[config.mk]
export PLATFORM = sky130hd
export DESIGN_NAME = rxcls_combiner
export DESIGN_NICKNAME = d
export VERILOG_FILES = /design/src/rtl/rxcls_pkg.sv /design/src/rtl/rxcls_regs.sv /design/src/rtl/rxcls_eval.sv /design/src/rtl/rxcls_combiner.sv
export SDC_FILE = /design/constraint.sdc
export NUM_CORES = 2
export LEC_CHECK = 0
export BUFFER_PORTS_ARGS = -buffer_cell sky130_fd_sc_hd__buf_4
export CELL_PAD_IN_SITES_DETAIL_PLACEMENT = 0
export CELL_PAD_IN_SITES_GLOBAL_PLACEMENT = 1
export CORE_AREA = 2 2 359 361
export DETAILED_ROUTE_END_ITERATION = 16
export DIE_AREA = 0 0 361 363
export PLACE_DENSITY = 0.88
export SYNTH_ARGS = -nofsm -noshare
export SYNTH_HDL_FRONTEND = slang
export SYNTH_SLANG_ARGS = --single-unit
export TNS_END_PERCENT = 100
[constraint.sdc]
create_clock -name clk -period 2.9 [get_ports clk]
set_input_delay 0.58 -clock clk [delete_from_list [all_inputs] [get_ports clk]]
set_output_delay 0.58 -clock clk [all_outputs]
set_load 0.01 [all_outputs]
[src/rtl/rxcls_pkg.sv]
package rxcls_pkg;

    // Match-word flag positions (consumed by upstream builders)
    localparam int FLG_UCAST  = 31;
    localparam int FLG_MCAST  = 30;
    localparam int FLG_BCAST  = 29;
    localparam int FLG_FWD    = 28;
    localparam int FLG_RCV    = 27;
    localparam int FLG_VLAN   = 26;
    localparam int FLG_DA_PRT = 25;
    localparam int FLG_DA_IF  = 24;

    // Gate word bit positions
    localparam int GATE_ALLOW_BIT = 6;
    localparam int GATE_RAW_BIT   = 5;
    localparam int GATE_PHASE_BIT = 4;

    typedef enum logic [1:0] {
        SEL_ANY    = 2'd0,
        SEL_ALL    = 2'd1,
        SEL_BOTH   = 2'd2,
        SEL_EITHER = 2'd3
    } sel_mode_e;

endpackage

[src/rtl/rxcls_regs.sv]
module rxcls_regs
    import rxcls_pkg::*;
#(
    parameter int NUM_CLASS = 16,
    parameter int WORD_W    = 32,
    parameter int ADDR_W    = 7
) (
    input  logic                             clk,
    input  logic                             rst_n,
    input  logic                             wr,
    input  logic [ADDR_W-1:0]                addr,
    input  logic [WORD_W-1:0]                wdata,
    output logic [WORD_W-1:0]                rdata,
    output logic [NUM_CLASS-1:0][WORD_W-1:0] and_en,
    output logic [NUM_CLASS-1:0][WORD_W-1:0] or_en,
    output logic [NUM_CLASS-1:0][1:0]        mode,
    output logic [NUM_CLASS-1:0]             allow,
    output logic [NUM_CLASS-1:0]             raw
);

    localparam int MODE_W    = 2 * NUM_CLASS;
    localparam int MODE_ADDR = 2 * NUM_CLASS;
    localparam int GATE_BASE = MODE_ADDR + 1;
    localparam int GATE_END  = GATE_BASE + NUM_CLASS;

    typedef struct {
        logic [WORD_W-1:0]    and_en [NUM_CLASS];
        logic [WORD_W-1:0]    or_en  [NUM_CLASS];
        logic [MODE_W-1:0]    mode;
        logic [NUM_CLASS-1:0] allow;
        logic [NUM_CLASS-1:0] raw;
        logic [NUM_CLASS-1:0] phase;
    } cfg_t;

    cfg_t cfg_d, cfg_q;

    always_comb begin
        int a;
        a     = int'(addr);
        cfg_d = cfg_q;
        if (wr) begin
            if (a < MODE_ADDR) begin
                if (a % 2 == 1) cfg_d.or_en[a / 2]  = wdata;
                else            cfg_d.and_en[a / 2] = wdata;
            end else if (a == MODE_ADDR) begin
                cfg_d.mode = wdata[MODE_W-1:0];
            end else if (a < GATE_END) begin
                cfg_d.allow[a - GATE_BASE] = wdata[GATE_ALLOW_BIT];
                cfg_d.raw[a - GATE_BASE]   = wdata[GATE_RAW_BIT];
                cfg_d.phase[a - GATE_BASE] = wdata[GATE_PHASE_BIT];
            end
        end
    end

    always_ff @(posedge clk or negedge rst_n) begin
        if (!rst_n) begin
            for (int i = 0; i < NUM_CLASS; i++) begin
                cfg_q.and_en[i] <= '0;
                cfg_q.or_en[i]  <= '0;
            end
            cfg_q.mode  <= '0;
            cfg_q.allow <= '1;
            cfg_q.raw   <= '0;
            cfg_q.phase <= '1;
        end else begin
            cfg_q <= cfg_d;
        end
    end

    always_comb begin
        int a;
        a     = int'(addr);
        rdata = '0;
        if (a < MODE_ADDR) begin
            rdata = (a % 2 == 1) ? cfg_q.or_en[a / 2] : cfg_q.and_en[a / 2];
        end else if (a == MODE_ADDR) begin
            rdata[MODE_W-1:0] = cfg_q.mode;
        end else if (a < GATE_END) begin
            rdata[GATE_ALLOW_BIT] = cfg_q.allow[a - GATE_BASE];
            rdata[GATE_RAW_BIT]   = cfg_q.raw[a - GATE_BASE];
            rdata[GATE_PHASE_BIT] = cfg_q.phase[a - GATE_BASE];
        end
    end

    for (genvar g = 0; g < NUM_CLASS; g++) begin : g_out
        assign and_en[g] = cfg_q.and_en[g];
        assign or_en[g]  = cfg_q.or_en[g];
        assign mode[g]   = cfg_q.mode[2*g +: 2];
    end
    assign allow = cfg_q.allow;
    assign raw   = cfg_q.raw;


    unmapped_wr_chk: assert property (@(posedge clk) disable iff (!rst_n)
        (wr && int'(addr) >= GATE_END) |=> ($stable(cfg_q.mode) && $stable(cfg_q.allow)
                                           && $stable(cfg_q.raw)));

endmodule

[src/rtl/rxcls_eval.sv]
module rxcls_eval
    import rxcls_pkg::*;
#(
    parameter int WORD_W = 32
) (
    input  logic              clk,
    input  logic              rst_n,
    input  logic              valid,
    input  logic [WORD_W-1:0] flags,
    input  logic [WORD_W-1:0] and_en,
    input  logic [WORD_W-1:0] or_en,
    input  logic [1:0]        mode,
    input  logic              allow,
    input  logic              raw,
    output logic              hit,
    output logic              pass
);

    typedef struct packed {
        logic hit;
        logic pass;
    } res_t;

    res_t res_d, res_q;
    logic any_t, all_t, sel_t;

    always_comb begin
        any_t = |(flags & or_en);
        all_t = (and_en != '0) && ((flags & and_en) == and_en);
        case (sel_mode_e'(mode))
            SEL_ANY:    sel_t = any_t;
            SEL_ALL:    sel_t = all_t;
            SEL_BOTH:   sel_t = any_t & all_t;
            default:    sel_t = any_t | all_t;
        endcase
        res_d = res_q;
        if (valid) begin
            res_d.hit  = raw | sel_t;
            res_d.pass = (raw | sel_t) & allow;
        end
    end

    always_ff @(posedge clk or negedge rst_n) begin
        if (!rst_n) res_q <= '0;
        else        res_q <= res_d;
    end

    assign hit  = res_q.hit;
    assign pass = res_q.pass;


    raw_forces_hit_chk: assert property (@(posedge clk) disable iff (!rst_n)
        (valid && raw) |=> hit);


    no_enable_no_hit_chk: assert property (@(posedge clk) disable iff (!rst_n)
        (valid && !raw && or_en == '0 && and_en == '0) |=> !hit);

endmodule

[src/rtl/rxcls_combiner.sv]
module rxcls_combiner
    import rxcls_pkg::*;
#(
    parameter int NUM_CLASS = 16,
    parameter int WORD_W    = 32,
    parameter int ADDR_W    = 7
) (
    input  logic                 clk,
    input  logic                 rst_n,
    input  logic                 cfg_wr,
    input  logic [ADDR_W-1:0]    cfg_addr,
    input  logic [WORD_W-1:0]    cfg_wdata,
    output logic [WORD_W-1:0]    cfg_rdata,
    input  logic                 frm_valid,
    input  logic [WORD_W-1:0]    frm_flags,
    output logic [NUM_CLASS-1:0] class_hit,
    output logic [NUM_CLASS-1:0] class_pass
);

    logic [NUM_CLASS-1:0][WORD_W-1:0] and_en;
    logic [NUM_CLASS-1:0][WORD_W-1:0] or_en;
    logic [NUM_CLASS-1:0][1:0]        mode;
    logic [NUM_CLASS-1:0]             allow;
    logic [NUM_CLASS-1:0]             raw;

    rxcls_regs #(
        .NUM_CLASS (NUM_CLASS),
        .WORD_W    (WORD_W),
        .ADDR_W    (ADDR_W)
    ) u_regs (
        .clk    (clk),
        .rst_n  (rst_n),
        .wr     (cfg_wr),
        .addr   (cfg_addr),
        .wdata  (cfg_wdata),
        .rdata  (cfg_rdata),
        .and_en (and_en),
        .or_en  (or_en),
        .mode   (mode),
        .allow  (allow),
        .raw    (raw)
    );

    for (genvar c = 0; c < NUM_CLASS; c++) begin : g_class
        rxcls_eval #(.WORD_W(WORD_W)) u_eval (
            .clk    (clk),
            .rst_n  (rst_n),
            .valid  (frm_valid),
            .flags  (frm_flags),
            .and_en (and_en[c]),
            .or_en  (or_en[c]),
            .mode   (mode[c]),
            .allow  (allow[c]),
            .raw    (raw[c]),
            .hit    (class_hit[c]),
            .pass   (class_pass[c])
        );
    end


    idle_hold_chk: assert property (@(posedge clk) disable iff (!rst_n)
        !frm_valid |=> ($stable(class_hit) && $stable(class_pass)));


    pass_within_hit_chk: assert property (@(posedge clk) disable iff (!rst_n)
        (class_pass & ~class_hit) == '0);

endmodule

After elaboration in Yosys (flattened, before gate mapping)
Cells that the tools add are included.
Widths: inputs -> output; s select.
{"block": "totals", "register_bits": 1136, "input_bits": 75, "output_inout_bits": 64}
{"block": "classes", "addsub": 1, "order_cmp": 6, "eq_ne": 49, "muxes": 46, "bitwise_logic": 100, "n_reduce_logical": 70}
{"op": "$and 32x32->32", "n": 32}
{"op": "$bwmux 512", "n": 2}
{"op": "$eq 32x32->1", "n": 16}
{"op": "$reduce_bool 32->1", "n": 16}
{"op": "$reduce_or 32->1", "n": 16}
{"op": "$bmux 32 s4", "n": 2}
{"op": "$mux 32", "n": 7}
{"op": "$demux 32 s4", "n": 1}
{"op": "$bwmux 16", "n": 3}
{"op": "$pmux 1 s3", "n": 16}
{"op": "$and 1x1->1", "n": 32}
{"op": "$eq 2x1->1 const B", "n": 16}
{"op": "$eq 2x2->1 const B", "n": 16}
{"op": "$ge 32x1->1 const B", "n": 1}
{"op": "$ge 32x5->1 const B", "n": 1}
{"op": "$logic_not 2->1", "n": 16}
{"op": "$lt 32x1->1 const B", "n": 1}
{"op": "$lt 32x6->1 const B", "n": 1}
{"op": "$not 6->32", "n": 1}
{"op": "$or 1x1->1", "n": 32}
{"op": "$mux 25", "n": 1}
{"op": "$logic_and 1x1->1", "n": 18}
{"op": "$lt 7x6->1 const B", "n": 2}
{"op": "$bmux 1 s4", "n": 3}
{"op": "9 further kinds", "n": 20}

Depth between registers and ports, before layout
{"block": "depth", "word_depth": 7, "depth_mapped": 9, "mapped_depth_nobuf": 8}

Hierarchy
Synthesis repeated with hierarchy kept, for this count alone.
{"block": "hier_totals", "cells_unflattened": 5903, "hier_area_um2": 68856.0}
{"mod": "rxcls_regs", "n_inst": 1, "cells_each": 4351, "area_each_um2": 58305.9, "seq_area_each_um2": 27666.5}
{"mod": "rxcls_eval", "n_inst": 16, "cells_each": 97, "area_each_um2": 659.4, "seq_area_each_um2": 50.0}

Least setup slack after synthesis
Ideal clock, no wire load.
{"block": "synth_timing", "path_kind": "input -> output", "from": "input port cfg_addr[0]", "to": "output port cfg_rdata[5]", "arrival_ns": 2.420, "slack_ns": -0.100, "path_stages": 8, "n_path_buf": 2, "cell_sequence": "buf_4 > inv_2 > ha_1 > clkbuf_1 > mux4_2 > mux2i_1 > o22ai_1 > a2111o_1"}
{"block": "synth_between", "elab_chain_cells": 7, "word_cells_on_any_way": 11, "classes_between": "1 x add/sub; 2 x order compare; 1 x eq/ne; 7 x mux"}
{"element": "start, declared", "line": "rxcls_combiner.sv:11", "rtl": "input logic [ADDR_W-1:0] cfg_addr,"}
{"element": "$sub 7x6->8", "line": "rxcls_regs.sv:80", "rtl": "rdata[GATE_RAW_BIT] = cfg_q.raw[a - GATE_BASE];"}
{"element": "$bmux 1 s4", "line": "rxcls_regs.sv:80"}
{"element": "$mux 1 (not written as such) (2 in series)", "line": "rxcls_regs.sv:80"}
{"element": "$mux 3", "line": "rxcls_regs.sv:78", "rtl": "end else if (a < GATE_END) begin"}
{"element": "$mux 3", "line": "rxcls_regs.sv:76", "rtl": "end else if (a == MODE_ADDR) begin"}
{"element": "$mux 32 *", "line": "rxcls_regs.sv:74", "rtl": "if (a < MODE_ADDR) begin"}
{"element": "end, declared", "line": "rxcls_combiner.sv:13", "rtl": "output logic [WORD_W-1:0] cfg_rdata,"}
Mark *: on every way between the ends. The rest lies on a longest branch, timed or not. The select of a mux whose other input is x is not followed.

Final worst setup path
{"block": "layout_timing", "from": "register u_regs.and_en[325] (netlist name)", "to": "output port cfg_rdata[5]"}
{"block": "layout_between", "elab_chain_cells": 5}
{"element": "$bmux 32 s4", "line": "rxcls_regs.sv:75", "rtl": "rdata = (a % 2 == 1) ? cfg_q.or_en[a / 2] : cfg_q.and_en[a / 2];"}
{"element": "$mux 32 (not written as such) (2 in series)", "line": "rxcls_regs.sv:75"}
{"element": "$mux 32", "line": "rxcls_regs.sv:75"}
{"element": "$mux 32", "line": "rxcls_regs.sv:74"}
Every way passes these cells. The select of a mux whose other input is x is not followed.

==> out/metrics.cfg <==
[yosys]
yosysTopAreaCellShare_pct=45.43
netlist_area_um2=60820
synth.mux.area_fraction_pct=31.76
synthTopCellsByArea=dfrtp_1 45%, mux2_2 15%, mux4_2 9.9%
synth-compound-area-share_pct=9.417
synth-xor-area-share_pct=0.08435
synth_edf_count=0
synthDistinctLibCells=61
yosys_warnings=0
synth_top_family_by_area=multiplexers
synthesis.nets=4616
synth_flop_cell=dfrtp_1
ys_ff_latch=1136
postSynth.asyncResetShare_pct=100.0
synthSimpleGateAreaFrac_pct=7.501
synth-adder-area-share_pct=0.1029
yosysTopAreaCell=dfrtp_1
syn_area_per_cell_um2=13.41
synthCells=4536
yosysSeqAreaShare_pct=46.81

[job]
cap_viol_max_count=0

[pwr]
leakagePower_nw=34.03
pwr-share-comb_pct=14.9
switching_share_pct=28.80
p_clk_share_pct=41.8
internal_power_mw=27.93
seqPwrFrac_pct=43.3
vdd_drop_max_v=0.0005436
p_per_area_nw_per_um2=530.8
p_switching_mw=11.30

[cells_and_area]
final_nets=5088
drive_gt1_share_pct=51.89
final_util_pct=58.17
syn_to_final_growth_pct=21.50

[floorplan]
die_h_um=363
start_util_pct=47.88
die_x_um=361
rows=131
die_area_um2=131000
core_um2=127000
pin_count=139

[clock_network]
path_clk_slew_ns=0.06
ctsHtreeMaxLevel=3
clock_sinks=1136
cts_buffers=118
cts_buffer_depth=3
tritoncts=built
clk_latency_ns=0.81
clock-root-buffer=clkbuf_16

[timing]
clock_skew_ns=0.04566
maxSlewViolCount=0
worst_slew_pin_slew_ns=0.8343
hold_viol=0
fin_crit_ns=3.498
slew-limit-headroom_pct=44.38
max_freq_mhz=285.9
setup-tns-final_ns=-13.03
min_period_over_period_pct=120.6
setup_ws_ns=-0.5978
setup_violations=33
rsz0062_at_grt=yes

[setup_path]
critPathKind=register to primary output
crit_required_ns=2.32
worstPathCellList=mux4_2, a22oi_2, buf_6, a21oi_4, a2111o_1, buf_6
startpoint=u_regs.and_en[325]
path_max_fanout=2
crit_path_start_kind=register
max_stage_delay_ns=0.60
cp.arrival_ns=2.92
end_kind=primary output
cp_common_cell=buf_6
crit_slowest_cell=mux4_2
r2r-start=u_regs.and_en[430]

[place]
numPortBuffers=138
finalWeightedCongestion=1.047
dp_hpwl_um=182000

[status]
status=complete, but fails checks
violations=negative setup slack

[global_routing]
track_usage_pct=39.10
grt_pass1_wl_um=365500
first_global_vias=48166
antenna_found_initial=14
grt.overflow.total=0
grt_max_degree=96

[detailed_routing]
wl_per_cell_um=38.35
drc_errors=0
vias=48408
detail_route.iter0.violations=7270
routed_wl_um=259700
via_per_inst=7.147
ant_nets=0
drtPass1Iterations=7

[min_path]
min_path_type=input port to asynchronous set/reset pin

[final timing paths]
| path | to | slack, ns | cells after the start |
|---|---|---|---|
| min reg2reg | g_class[2].u_eval.pass | 0.49 | 1 |
| max | cfg_rdata[5] | -0.60 | 6 |
| min in group clk | u_regs.or_en[305] | 0.45 | 2 |
| min | u_regs.or_en[361] | 0.31 | 2 |
| max in group asynchronous | u_regs.and_en[347] | 1.47 | 4 |
| max reg2reg | g_class[13].u_eval.hit | -0.01 | 9 |
[cell usage after synthesis, types with 6 or more instances]
master and n:
nand4_1 142, a31oi_1 16, and2_1 44, a2111oi_2 15
mux2_2 829, a211o_1 29, inv_1 35, nand3_1 17
dfrtp_1 1104, a2111oi_0 53, dfstp_2 32, mux4_2 268
o311ai_0 13, buf_4 73, or3_1 7, buf_6 43
nor4_1 132, a22oi_1 475, buf_1 16, mux2_1 65
a41oi_1 13, mux2i_1 6, or4_1 13, nor2b_1 221
mux2_4 210, a21oi_1 96, nor4_4 8, nor2_1 86
o21ai_1 30, nand2_1 50, inv_2 9, nor4_2 6
clkbuf_1 168, buf_2 147
[cell families after synthesis]
family,count (synthesis)
AOI/OAI and AO/OA,770
xor gates and xnor gates,5
adders and majority gates,5
buffers and inverters,492
DFF,1136
muxes,1378
and+or+nand+nor,750
[metrics by stage]
| step | cells | worst slack [ns] | area [um2] | hold slack [ns] | power [mW] |
|---|---|---|---|---|---|
| after floorplan | 4536 | 0.05488 | 60820 | 0.2844 | 19.46 |
| after global placement | 6367 | -0.8245 | 66460 | 0.4744 | 22.34 |
| after detailed placement | 6367 | -0.8512 | 66460 | 0.5008 | 22.42 |
| after CTS | 6730 | -0.6301 | 73170 | 0.2916 | 38.83 |
| after global routing | 6768 | -0.5935 | 73880 | 0.3193 | 40.01 |
| final | 6773 | -0.5978 | 73890 | 0.3099 | 39.23 |
[layout by cell type, fill, tap and decap left out, types with 14 or more instances in the layout]
cell type,count
a22oi_1,371
a211o_1,20
and2_1,43
mux2_2,829
o21ai_1,30
nand2_1,49
mux4_2,268
nand4_1,142
clkinvlp_4,14
clkbuf_16,122
a21oi_4,22
nor2_4,27
nor2_1,64
buf_4,602
a22oi_2,104
inv_1,34
clkbuf_8,24
a2111oi_0,53
mux2_4,210
buf_6,60
nand3_1,17
dfstp_2,32
a21oi_2,36
a31oi_1,16
buf_12,108
dfrtp_1,1057
a21oi_1,38
clkinv_2,17
mux2_1,65
nor2b_1,220
dfrtp_2,47
clkbuf_1,14
nor4_1,132
a2111oi_2,15
[state kept, by name, indices dropped and copies added, names as in the netlist]
register / flops
u_regs.raw: 16
u_regs.cfg_q: 16
u_regs.and_en: 512
g_class.u_eval.pass: 16
u_regs.allow: 16
u_regs.or_en: 512
u_regs.mode: 32
g_class.u_eval.hit: 16
[timing repair]
item / CTS / global route
hold buffers: 1 / 0
hold endpoints to repair: 24 / 0
endpoints found under the setup margin: 32 / 32
pin swaps: 103 / 81
resized for setup: 293 / 90
cloned: 9 / 4
buffers inserted: 144 / 41
[critical path, delay by kind of cell, from the launching register on]
kind                   cells  cell delay (ns)
buffers and inverters      2             0.34
multiplexers               1             0.60
AO/OA/AOI/OAI              3             0.80
flip-flops                 1             0.40
[routing by layer]
| layer | up-vias | GRT usage [%] | routed length [um] |
|---|---|---|---|
| li1 | 18528 | - | - |
| met4 | 10 | 24.37 | 19990 |
| met1 | 25064 | 49.07 | 93420 |
| met5 | - | 0 | 322 |
| met2 | 3814 | 56.37 | 109600 |
| met3 | 992 | 15.73 | 36430 |
[cell type report]
class	instances	area [um2]
timing repair buffer	799	7965
antenna	8	20.02
clock buffer	156	3336
clock inverter	59	833.3
sequential	1136	28530
tap	1662	2079
fill	9734	53130
multi-input combinational	2908	30960
inverter	45	173.9
[power groups by stage]
stage                     Clock [mW]  Combinational [mW]  Sequential (mW)
after detailed placement           0                5.18             17.2
after global placement             0                5.11             17.2
after global routing            17.0                5.97             17.0
after floorplan                    0                2.50             17.0
after CTS                       16.4                5.50             16.9
final                           16.4                5.86             17.0
(Power assumes the default switching activity.)
